`src/rtl/al_pipe_pkg.sv`:
```
package al_pipe_pkg;

    typedef enum logic [1:0] {
        ST_IDLE  = 2'd0,
        ST_BUSY  = 2'd1,
        ST_FAULT = 2'd2
    } al_state_e;

endpackage

```
`src/rtl/al_cfg_check.sv`:
```
module al_cfg_check #(
    parameter int AL_W   = 3,
    parameter int CL_W   = 3,
    parameter int TRCD_W = 4,
    parameter int MAX_AL = 6,
    parameter int MIN_CL = 2,
    parameter int MAX_CL = 7
) (
    input  logic [AL_W-1:0]   al,
    input  logic [CL_W-1:0]   cl,
    input  logic [TRCD_W-1:0] trcd,
    output logic              bad
);

    logic al_reserved;
    logic al_too_long;
    logic cl_out_of_range;

    always_comb begin
        al_reserved     = int'(al) > MAX_AL;
        al_too_long     = int'(al) > int'(trcd);
        cl_out_of_range = (int'(cl) < MIN_CL) || (int'(cl) > MAX_CL);
        bad             = al_reserved || al_too_long || cl_out_of_range;
    end

endmodule

```
`src/rtl/al_cfg_regs.sv`:
```
module al_cfg_regs #(
    parameter int AL_W     = 3,
    parameter int CL_W     = 3,
    parameter int TRCD_W   = 4,
    parameter int RST_AL   = 0,
    parameter int RST_CL   = 3,
    parameter int RST_TRCD = 0
) (
    input  logic              clk,
    input  logic              rst_n,
    input  logic              load_en,
    input  logic [AL_W-1:0]   al_in,
    input  logic [CL_W-1:0]   cl_in,
    input  logic [TRCD_W-1:0] trcd_in,
    output logic [AL_W-1:0]   al_q,
    output logic [CL_W-1:0]   cl_q,
    output logic [TRCD_W-1:0] trcd_q
);

    always_ff @(posedge clk) begin
        if (!rst_n) begin
            al_q   <= AL_W'(RST_AL);
            cl_q   <= CL_W'(RST_CL);
            trcd_q <= TRCD_W'(RST_TRCD);
        end else if (load_en) begin
            al_q   <= al_in;
            cl_q   <= cl_in;
            trcd_q <= trcd_in;
        end
    end

endmodule

```
`src/rtl/al_delay_line.sv`:
```
module al_delay_line #(
    parameter int DEPTH = 13
) (
    input  logic             clk,
    input  logic             rst_n,
    input  logic             push,
    input  logic             push_wr,
    output logic [DEPTH-1:0] vld_q,
    output logic [DEPTH-1:0] wr_q,
    output logic             upper_occupied
);

    always_ff @(posedge clk) begin
        if (!rst_n) begin
            vld_q[0] <= 1'b0;
            wr_q[0]  <= 1'b0;
        end else begin
            vld_q[0] <= push;
            wr_q[0]  <= push & push_wr;
        end
    end

    for (genvar s = 1; s < DEPTH; s++) begin : g_stage
        always_ff @(posedge clk) begin
            if (!rst_n) begin
                vld_q[s] <= 1'b0;
                wr_q[s]  <= 1'b0;
            end else begin
                vld_q[s] <= vld_q[s-1];
                wr_q[s]  <= wr_q[s-1];
            end
        end
    end

    // Any entry that is still one or more shifts away from leaving the line.
    assign upper_occupied = |vld_q[DEPTH-2:0];

endmodule

```
`src/rtl/al_tap.sv`:
```
module al_tap #(
    parameter int DEPTH = 13,
    parameter int LAT_W = 4
) (
    input  logic [DEPTH-1:0] vld,
    input  logic [DEPTH-1:0] wr,
    input  logic [LAT_W-1:0] lat,
    input  logic             in_vld,
    input  logic             in_wr,
    output logic             out_vld,
    output logic             out_wr
);

    // Latency 0 bypasses the line; latency L takes stage L-1.
    always_comb begin
        out_vld = 1'b0;
        out_wr  = 1'b0;
        if (lat == '0) begin
            out_vld = in_vld;
            out_wr  = in_vld & in_wr;
        end
        for (int k = 0; k < DEPTH; k++) begin
            if (int'(lat) == k + 1) begin
                out_vld = vld[k];
                out_wr  = wr[k];
            end
        end
    end

endmodule

```
`src/rtl/al_posted_cmd_pipe.sv`:
```
module al_posted_cmd_pipe #(
    parameter int AL_W     = 3,
    parameter int CL_W     = 3,
    parameter int TRCD_W   = 4,
    parameter int MAX_AL   = 6,
    parameter int MIN_CL   = 2,
    parameter int MAX_CL   = 7,
    parameter int RST_AL   = 0,
    parameter int RST_CL   = 3,
    parameter int RST_TRCD = 0
) (
    input  logic              clk,
    input  logic              rst_n,
    input  logic              cfg_load,
    input  logic [AL_W-1:0]   cfg_al,
    input  logic [CL_W-1:0]   cfg_cl,
    input  logic [TRCD_W-1:0] cfg_trcd,
    input  logic              cmd_valid,
    input  logic              cmd_write,
    output logic              cmd_ready,
    output logic              cfg_error,
    output logic              issue_valid,
    output logic              issue_write,
    output logic              rd_data_valid,
    output logic              wr_data_expect
);
    import al_pipe_pkg::*;

    localparam int DEPTH = MAX_AL + MAX_CL;
    localparam int LAT_W = $clog2((2 ** AL_W) + (2 ** CL_W));

    al_state_e state_q, state_d;

    logic              accept;
    logic              load_en;
    logic              cfg_bad_in;
    logic [AL_W-1:0]   al_q;
    logic [CL_W-1:0]   cl_q;
    logic [TRCD_W-1:0] trcd_q;
    logic [DEPTH-1:0]  line_vld;
    logic [DEPTH-1:0]  line_wr;
    logic              line_upper;
    logic [LAT_W-1:0]  lat_issue;
    logic [LAT_W-1:0]  lat_read;
    logic [LAT_W-1:0]  lat_write;
    logic              rd_tap_vld, rd_tap_wr;
    logic              wr_tap_vld, wr_tap_wr;

    assign accept  = cmd_valid & cmd_ready;
    assign load_en = cfg_load & (state_q != ST_BUSY);

    al_cfg_check #(
        .AL_W(AL_W), .CL_W(CL_W), .TRCD_W(TRCD_W),
        .MAX_AL(MAX_AL), .MIN_CL(MIN_CL), .MAX_CL(MAX_CL)
    ) u_check (
        .al   (cfg_al),
        .cl   (cfg_cl),
        .trcd (cfg_trcd),
        .bad  (cfg_bad_in)
    );

    al_cfg_regs #(
        .AL_W(AL_W), .CL_W(CL_W), .TRCD_W(TRCD_W),
        .RST_AL(RST_AL), .RST_CL(RST_CL), .RST_TRCD(RST_TRCD)
    ) u_regs (
        .clk     (clk),
        .rst_n   (rst_n),
        .load_en (load_en),
        .al_in   (cfg_al),
        .cl_in   (cfg_cl),
        .trcd_in (cfg_trcd),
        .al_q    (al_q),
        .cl_q    (cl_q),
        .trcd_q  (trcd_q)
    );

    al_delay_line #(.DEPTH(DEPTH)) u_line (
        .clk            (clk),
        .rst_n          (rst_n),
        .push           (accept),
        .push_wr        (cmd_write),
        .vld_q          (line_vld),
        .wr_q           (line_wr),
        .upper_occupied (line_upper)
    );

    always_comb begin
        lat_issue = LAT_W'(al_q);
        lat_read  = LAT_W'(al_q) + LAT_W'(cl_q);
        lat_write = lat_read - LAT_W'(1);
    end

    al_tap #(.DEPTH(DEPTH), .LAT_W(LAT_W)) u_tap_issue (
        .vld     (line_vld),
        .wr      (line_wr),
        .lat     (lat_issue),
        .in_vld  (accept),
        .in_wr   (cmd_write),
        .out_vld (issue_valid),
        .out_wr  (issue_write)
    );

    al_tap #(.DEPTH(DEPTH), .LAT_W(LAT_W)) u_tap_read (
        .vld     (line_vld),
        .wr      (line_wr),
        .lat     (lat_read),
        .in_vld  (1'b0),
        .in_wr   (1'b0),
        .out_vld (rd_tap_vld),
        .out_wr  (rd_tap_wr)
    );

    al_tap #(.DEPTH(DEPTH), .LAT_W(LAT_W)) u_tap_write (
        .vld     (line_vld),
        .wr      (line_wr),
        .lat     (lat_write),
        .in_vld  (1'b0),
        .in_wr   (1'b0),
        .out_vld (wr_tap_vld),
        .out_wr  (wr_tap_wr)
    );

    assign rd_data_valid  = rd_tap_vld & ~rd_tap_wr;
    assign wr_data_expect = wr_tap_vld & wr_tap_wr;

    // Next-state logic.
    always_comb begin
        state_d = state_q;
        unique case (state_q)
            ST_IDLE: begin
                if (cfg_load) begin
                    state_d = cfg_bad_in ? ST_FAULT : ST_IDLE;
                end else if (accept) begin
                    state_d = ST_BUSY;
                end
            end
            ST_BUSY: begin
                if (!line_upper && !accept) begin
                    state_d = ST_IDLE;
                end
            end
            ST_FAULT: begin
                if (cfg_load && !cfg_bad_in) begin
                    state_d = ST_IDLE;
                end
            end
            default: state_d = ST_IDLE;
        endcase
    end

    always_ff @(posedge clk) begin
        if (!rst_n) begin
            state_q <= ST_IDLE;
        end else begin
            state_q <= state_d;
        end
    end

    // Outputs decoded from the state.
    always_comb begin
        cmd_ready = 1'b0;
        cfg_error = 1'b0;
        unique case (state_q)
            ST_IDLE:  cmd_ready = ~cfg_load;
            ST_BUSY:  cmd_ready = 1'b1;
            ST_FAULT: cfg_error = 1'b1;
            default: begin
                cmd_ready = 1'b0;
                cfg_error = 1'b0;
            end
        endcase
    end

    assert_zero_al_bypass_R2: assert property (@(posedge clk) disable iff (!rst_n)
        (accept && al_q == '0) |-> (issue_valid && issue_write == cmd_write));

    assert_min_read_latency_R3: assert property (@(posedge clk) disable iff (!rst_n)
        (accept && !cmd_write && al_q == '0 && int'(cl_q) == 2) |=> ##1 rd_data_valid);

    assert_min_write_latency_R4: assert property (@(posedge clk) disable iff (!rst_n)
        (accept && cmd_write && al_q == '0 && int'(cl_q) == 2) |=> wr_data_expect);

    assert_strobes_need_flight_R5: assert property (@(posedge clk) disable iff (!rst_n)
        (rd_data_valid || wr_data_expect) |-> (state_q == ST_BUSY));

    assert_reserved_blocks_R6: assert property (@(posedge clk) disable iff (!rst_n)
        (int'(al_q) > MAX_AL) |-> (!cmd_ready && cfg_error));

    assert_al_within_trcd_R7: assert property (@(posedge clk) disable iff (!rst_n)
        (int'(al_q) > int'(trcd_q)) |-> cfg_error);

    assert_cl_range_R8: assert property (@(posedge clk) disable iff (!rst_n)
        (int'(cl_q) < MIN_CL || int'(cl_q) > MAX_CL) |-> cfg_error);

    assert_cfg_frozen_busy_R9: assert property (@(posedge clk) disable iff (!rst_n)
        (state_q == ST_BUSY) |=> $stable({al_q, cl_q, trcd_q}));

endmodule

```
`config.mk`:
```
export PLATFORM = sky130hd
export DESIGN_NAME = al_posted_cmd_pipe
export DESIGN_NICKNAME = d
export VERILOG_FILES = /design/src/rtl/al_pipe_pkg.sv /design/src/rtl/al_cfg_check.sv /design/src/rtl/al_cfg_regs.sv /design/src/rtl/al_delay_line.sv /design/src/rtl/al_tap.sv /design/src/rtl/al_posted_cmd_pipe.sv
export SDC_FILE = /design/constraint.sdc
export NUM_CORES = 1
export LEC_CHECK = 0
export CAP_MARGIN = 20
export CORE_AREA = 4 4 102 65
export DETAILED_ROUTE_END_ITERATION = 10
export DIE_AREA = 0 0 106 69
export HOLD_SLACK_MARGIN = 0.12
export PLACE_DENSITY = 0.74
export SYNTH_ARGS = -nofsm -noshare
export SYNTH_HDL_FRONTEND = slang
export SYNTH_HIERARCHICAL = 1
export SYNTH_SLANG_ARGS = --single-unit
```
`constraint.sdc`:
```
create_clock -name clk -period 4.4 [get_ports clk]
set_input_delay 0.66 -clock clk [delete_from_list [all_inputs] [get_ports clk]]
set_output_delay 0.66 -clock clk [all_outputs]
set_load 0.01 [all_outputs]
```
### Yosys cells after proc, flatten, opt, wreduce, memory -nomap -nowiden

Index checks and enable logic that the tools add are counted.
W data, S select, Z words.

| cells by class | value |
|---|---|
| shift operators | 0 |
| divide/modulo/power cells | 0 |
| muxes and demuxes | 76 |
| $lt $le $gt $ge | 3 |
| equality and inequality tests | 39 |
| $mul | 0 |
| bitwise gates (word level) | 7 |
| $add $sub $neg | 2 |
| reductions and logical operators | 11 |

Operator list:

| operator | number |
|---|---|
| $mux W1 | 69 |
| $eq A4 B4 Y1 const B | 16 |
| $eq A4 B3 Y1 const B | 8 |
| $eq A3 B3 Y1 const B | 4 |
| $reduce_or A12 Y1 | 1 |
| $mux W2 | 5 |
| $eq A4 B2 Y1 const B | 2 |
| $eq A3 B2 Y1 const B | 2 |
| $pmux W2 S3 | 1 |
| $and A1 B1 Y1 | 5 |
| $add A3 B3 Y4 | 1 |
| $gt A3 B4 Y1 | 1 |
| $logic_not A4 Y1 | 1 |
| $ne A2 B2 Y1 const B | 2 |
| $sub A4 B1 Y4 const B | 1 |
| $eq A3 B1 Y1 const B | 1 |
| $gt A3 B3 Y1 const B | 1 |
| $logic_not A1 Y1 | 3 |
| $lt A3 B2 Y1 const B | 1 |
| $ne A3 B3 Y1 const B | 1 |
| $reduce_and A3 Y1 | 1 |
| $eq A2 B1 Y1 const B | 1 |
| $eq A2 B2 Y1 const B | 1 |
| $logic_and A1 B1 Y1 | 2 |
| other kinds (5) | 7 |

| word-level totals | value |
|---|---|
| ROM bits | 0 |
| memories | 0 |
| bits in writable memories | 0 |
| word-level logic and storage cells | 167 |
| bits in registers | 34 |
| output and inout port bits | 6 |
| bits in latches | 0 |

### Longest topological paths before layout

| depth | value |
|---|---|
| word-level depth | 17 |
| mapped depth | 14 |
| mapped depth without buffers | 12 |

### Hierarchy

The synthesis kept the hierarchy.

By module, submodules not included:

| module | cells each | instances | area an instance (µm²) |
|---|---|---|---|
| al_tap | 73 | 3 | 440.4 |
| al_delay_line | 58 | 1 | 742.0 |
| al_cfg_regs | 31 | 1 | 369.1 |
| al_posted_cmd_pipe | 36 | 1 | 264.0 |
| al_cfg_check | 13 | 1 | 92.6 |

### Least setup slack after synthesis

Ideal clock, no wire load.

| path | value |
|---|---|
| path type | register -> output |
| start | register u_regs.al_q[0] |
| end | output wr_data_expect |
| data required time | 3740 ps |
| cell stages (with the launch flop) | 15 |
| path buffers | 2 |
| slack | 962 ps |
| arrival | 2778 ps |
| path through | dfxtp_1 -> ha_1 -> inv_1 -> fa_1 -> xnor2_1 -> nor3_2 -> xor2_1 -> buf_4 -> nand2b_1 -> buf_2 -> nor2_1 -> nor3_1 -> o31a_1 -> a211oi_2 -> and2_1 |

| between the ends | value |
|---|---|
| longest elaborated chain between the ends | 17 |
| elaborated cells on any way between the ends | 42 |
| those cells by class | 2 x add/sub; 13 x eq/ne; 26 x mux; 1 x bitwise |

RTL lines:

| what | RTL line | RTL |
|---|---|---|
| from (decl) | al_cfg_regs.sv:15 | `output logic [AL_W-1:0] al_q,` |
| from (signal assigned) | al_cfg_regs.sv:22 | `al_q <= AL_W'(RST_AL);` |
| from (signal assigned) | al_cfg_regs.sv:26 | `al_q <= al_in;` |
| $add A3 B3 Y4 (*) | al_posted_cmd_pipe.sv:89 | `lat_read = LAT_W'(al_q) + LAT_W'(cl_q);` |
| net lat_read[2] | al_posted_cmd_pipe.sv:44 | `logic [LAT_W-1:0] lat_read;` |
| $sub A4 B1 Y4 (*) | al_posted_cmd_pipe.sv:90 | `lat_write = lat_read - LAT_W'(1);` |
| net lat_write[3] | al_posted_cmd_pipe.sv:45 | `logic [LAT_W-1:0] lat_write;` |
| $eq A4 B2 Y1 | al_tap.sv:23 | `if (int'(lat) == k + 1) begin` |
| $mux W1 (12 in series) | al_tap.sv:23 |  |
| $mux W1 (*) | al_tap.sv:23 |  |
| net wr_tap_vld | al_posted_cmd_pipe.sv:47 | `logic wr_tap_vld, wr_tap_wr;` |
| $and A1 B1 Y1 (*) | al_posted_cmd_pipe.sv:124 | `assign wr_data_expect = wr_tap_vld & wr_tap_wr;` |
| to (decl) | al_posted_cmd_pipe.sv:25 | `output logic wr_data_expect` |

The timed path passes the listed nets; every way through them passes the cells marked *.

### Worst setup path after layout

| path | value |
|---|---|
| start | register u_regs.al_q[0] |
| end | output rd_data_valid |

| between the ends | value |
|---|---|
| elaborated cells on any way between the ends | 42 |
| those cells by class | 1 x add/sub; 13 x eq/ne; 26 x mux; 2 x bitwise |

RTL lines:

| what | RTL line | RTL |
|---|---|---|
| $add A3 B3 Y4 (*) | al_posted_cmd_pipe.sv:89 |  |
| net lat_read[2] | al_posted_cmd_pipe.sv:44 |  |
| $eq A4 B2 Y1 | al_tap.sv:23 |  |
| $mux W1 (12 in series) | al_tap.sv:23 |  |
| $mux W1 (*) | al_tap.sv:23 |  |
| net rd_tap_vld | al_posted_cmd_pipe.sv:46 | `logic rd_tap_vld, rd_tap_wr;` |
| $and A1 B1 Y1 (*) | al_posted_cmd_pipe.sv:123 | `assign rd_data_valid = rd_tap_vld & ~rd_tap_wr;` |
| to (decl) | al_posted_cmd_pipe.sv:24 | `output logic rd_data_valid,` |

Marked as above.

==> metrics.txt <==
crit-path max cell delay=about 0.54 ns; CTS Root Cell=clkbuf_8; CP Capture Type=output port; Total Routing Usage GR=18.8%; Skew-Pair Late Insertion Delay=0.29 ns; CP Cell Sequence=ha_1, inv_1, fa_1, xnor2_2, buf_6, or3b_1, a21oi_2, a31oi_1, o311a_1, a211oi_2, nor2b_1, clkdlybuf4s50_1; Fill cells=roughly 520; Fmax=0.247 GHz; share of cells above drive strength 1=13.3%; Worst Hold Launch=u_regs/cl_q[0]$_SDFFE_PN1P_; Worst Clk Skew=0.00912 ns; grt total ovfl=0; Syn. warnings=6; vias per cell=between 5 and 6; R2R Path End=state_q[0]$_SDFFE_PN0P_; core area=0.00557 mm2; CTS Sinks=34; Fin. Hold Viols=0; setup TNS=0 ns; Crit path buffers/inverters=3; vias in the first global route=2,224; starting density of the core=47.5%; max-slew violations=0; initial antenna violation count=0; Die ar.=0.00731 mm2; Tmin final=about 4 ns; routability cong.=0.931; Tot Pwr=1.04 mW; clk slew on worst S/H paths=0.07 ns; crit-path leading delay family=buffers and inverters; I/O Buffers=20; Worst Tran Pin Value=between 0.9 and 1 ns; leakage dissipation=1.22 nW; Detailed Route Iter0 Violations=293; wire per inst=15.6 um; Chip Height=69 um; Rel. slew slack=between 30% and 40%; die width=106 um; worst r2r src=u_line/vld_q[3]$_SDFF_PN0_; Arr. time, crit path=3.38 ns; Syn Area/Cell=7.66 um2; crit share post-route=91.9%; Setup WS post-layout=approximately 0.36 ns; Ports=21; CTS tree=done; drt first pass iters=5; status=finished clean; Area Overhead vs Synth=16.0%; max cap viols=0; antenna cell count=0; CTS H-tree depth=2; RSZ-0062 raised after global routing=no; dpl ws=~0.4 ns; Via Count=2,565; final setup violation count=0; WS Path Type=reg -> out; cts bufs inserted=5; Max clock buf depth=2; depth of the worst register-to-register path=5; DPL Wire Length=5030 um; global-route wire length before repair=11,100 um; startpoint types=flip-flop; Hold Path End=u_regs/cl_q[0]$_SDFFE_PN1P_; Post-Route WL=7000 um; Site Rows=21; worst min-delay path category=reg -> reg; Crit-path slowest cell=clkdlybuf4s50_1; nets@finish=390; hold depth=2; drc violations=0; Pwr Density=~340 mW/mm2; Syn Std Cell Area=approximately 0.0026 mm2; antenna viol nets, final=0; R2R Setup Slk=2.99 ns; crit-path max FO=13; Worst EP required=3.74 ns; Worst VDD drop=0.237 mV; largest net degree at the start of global routing=35; Post-Synthesis Cells=345; Fin Hold WS=0.492 ns
## worst min-delay path, delay by kind of cell (launching register included)
family,cells,cell delay (ns)
flops,1,0.33
mux,1,0.07
simple gates,1,0.06
## power by group
group	switching, mW	total (mW)	internal (mW)
logic	0.232	0.429	0.197
clock network	0.123	0.292	0.168
registers	0.00705	0.321	0.314
## through the flow
step	utilization [%]	instance area, um2	cells
6_report	55.1	3070	448
5_1_grt	55.1	3070	448
4_1_cts	54.2	3020	446
3_5_place_dp	52.1	2900	438
3_3_place_gp	52.1	2900	438
2_1_floorplan	-	2670	351
## metal layers
layer / vias to the layer above / wire length [um] / global-route usage (%) / part of all wire (%)
li1: 1255 / - / - / -
met2: 99 / 2960 / 27.6 / 42
met4: 0 / 106 / 4.45 / 1.5
met3: 13 / 547 / 4.76 / 7.8
met1: 1198 / 3390 / 27.4 / 48
met5: - / 0 / 0 / 0
## how the worst max path moves through the flow
stage	startpoint	endpoint	slack, ns	cells after the start
6_report	u_regs/al_q[0]$_SDFFE_PN0P_	rd_data_valid	0.36	12
5_1_grt	u_regs/al_q[0]$_SDFFE_PN0P_	rd_data_valid	0.10	12
4_1_cts	u_regs/cl_q[0]$_SDFFE_PN1P_	wr_data_expect	0.07	12
3_5_place_dp	u_regs/cl_q[0]$_SDFFE_PN1P_	wr_data_expect	0.40	12
3_3_place_gp	u_regs/al_q[0]$_SDFFE_PN0P_	wr_data_expect	0.44	12
2_1_floorplan	u_regs/al_q[0]$_SDFFE_PN0P_	wr_data_expect	0.96	14
## state kept, by name (all words and copies together) (netlist names)
signal and count:
state_q 2, u_line/vld_q 13, u_line/wr_q 13, u_regs/al_q 3
u_regs/cl_q 3
## cell type report
cell class,count,area (um2),share of cell area (%)
multi-input combinational,266,1770,57.7
timing repair buffer,33,302,9.83
inverter,27,101,3.30
clock inverter,3,45.0,1.47
clock buffer,5,68.8,2.24
tap,80,100,3.26
sequential,34,681,22.2
## layout by cell type, fill, tap and decap left out, types with 5 or more instances in the layout
master	count
nor2b_1	12
o21ai_0	22
o32ai_1	6
clkbuf_8	5
nor3_1	7
o21ai_1	9
o22ai_1	9
inv_1	26
a21oi_1	14
and2_2	9
a31oi_1	7
nand2_1	13
nor2_1	28
buf_4	11
mux2i_1	12
a21boi_0	6
and2_1	18
or3_1	6
conb_1	7
clkdlybuf4s50_1	19
dfxtp_1	34
nand2b_1	8
ha_1	7
## what timing repair did
item,4_1_cts,5_1_grt
endpoints found under the setup margin,0,2
setup buffers,0,1
hold buffers,0,0
gates resized for setup,0,10
Power figures use the tool's default switching activity.
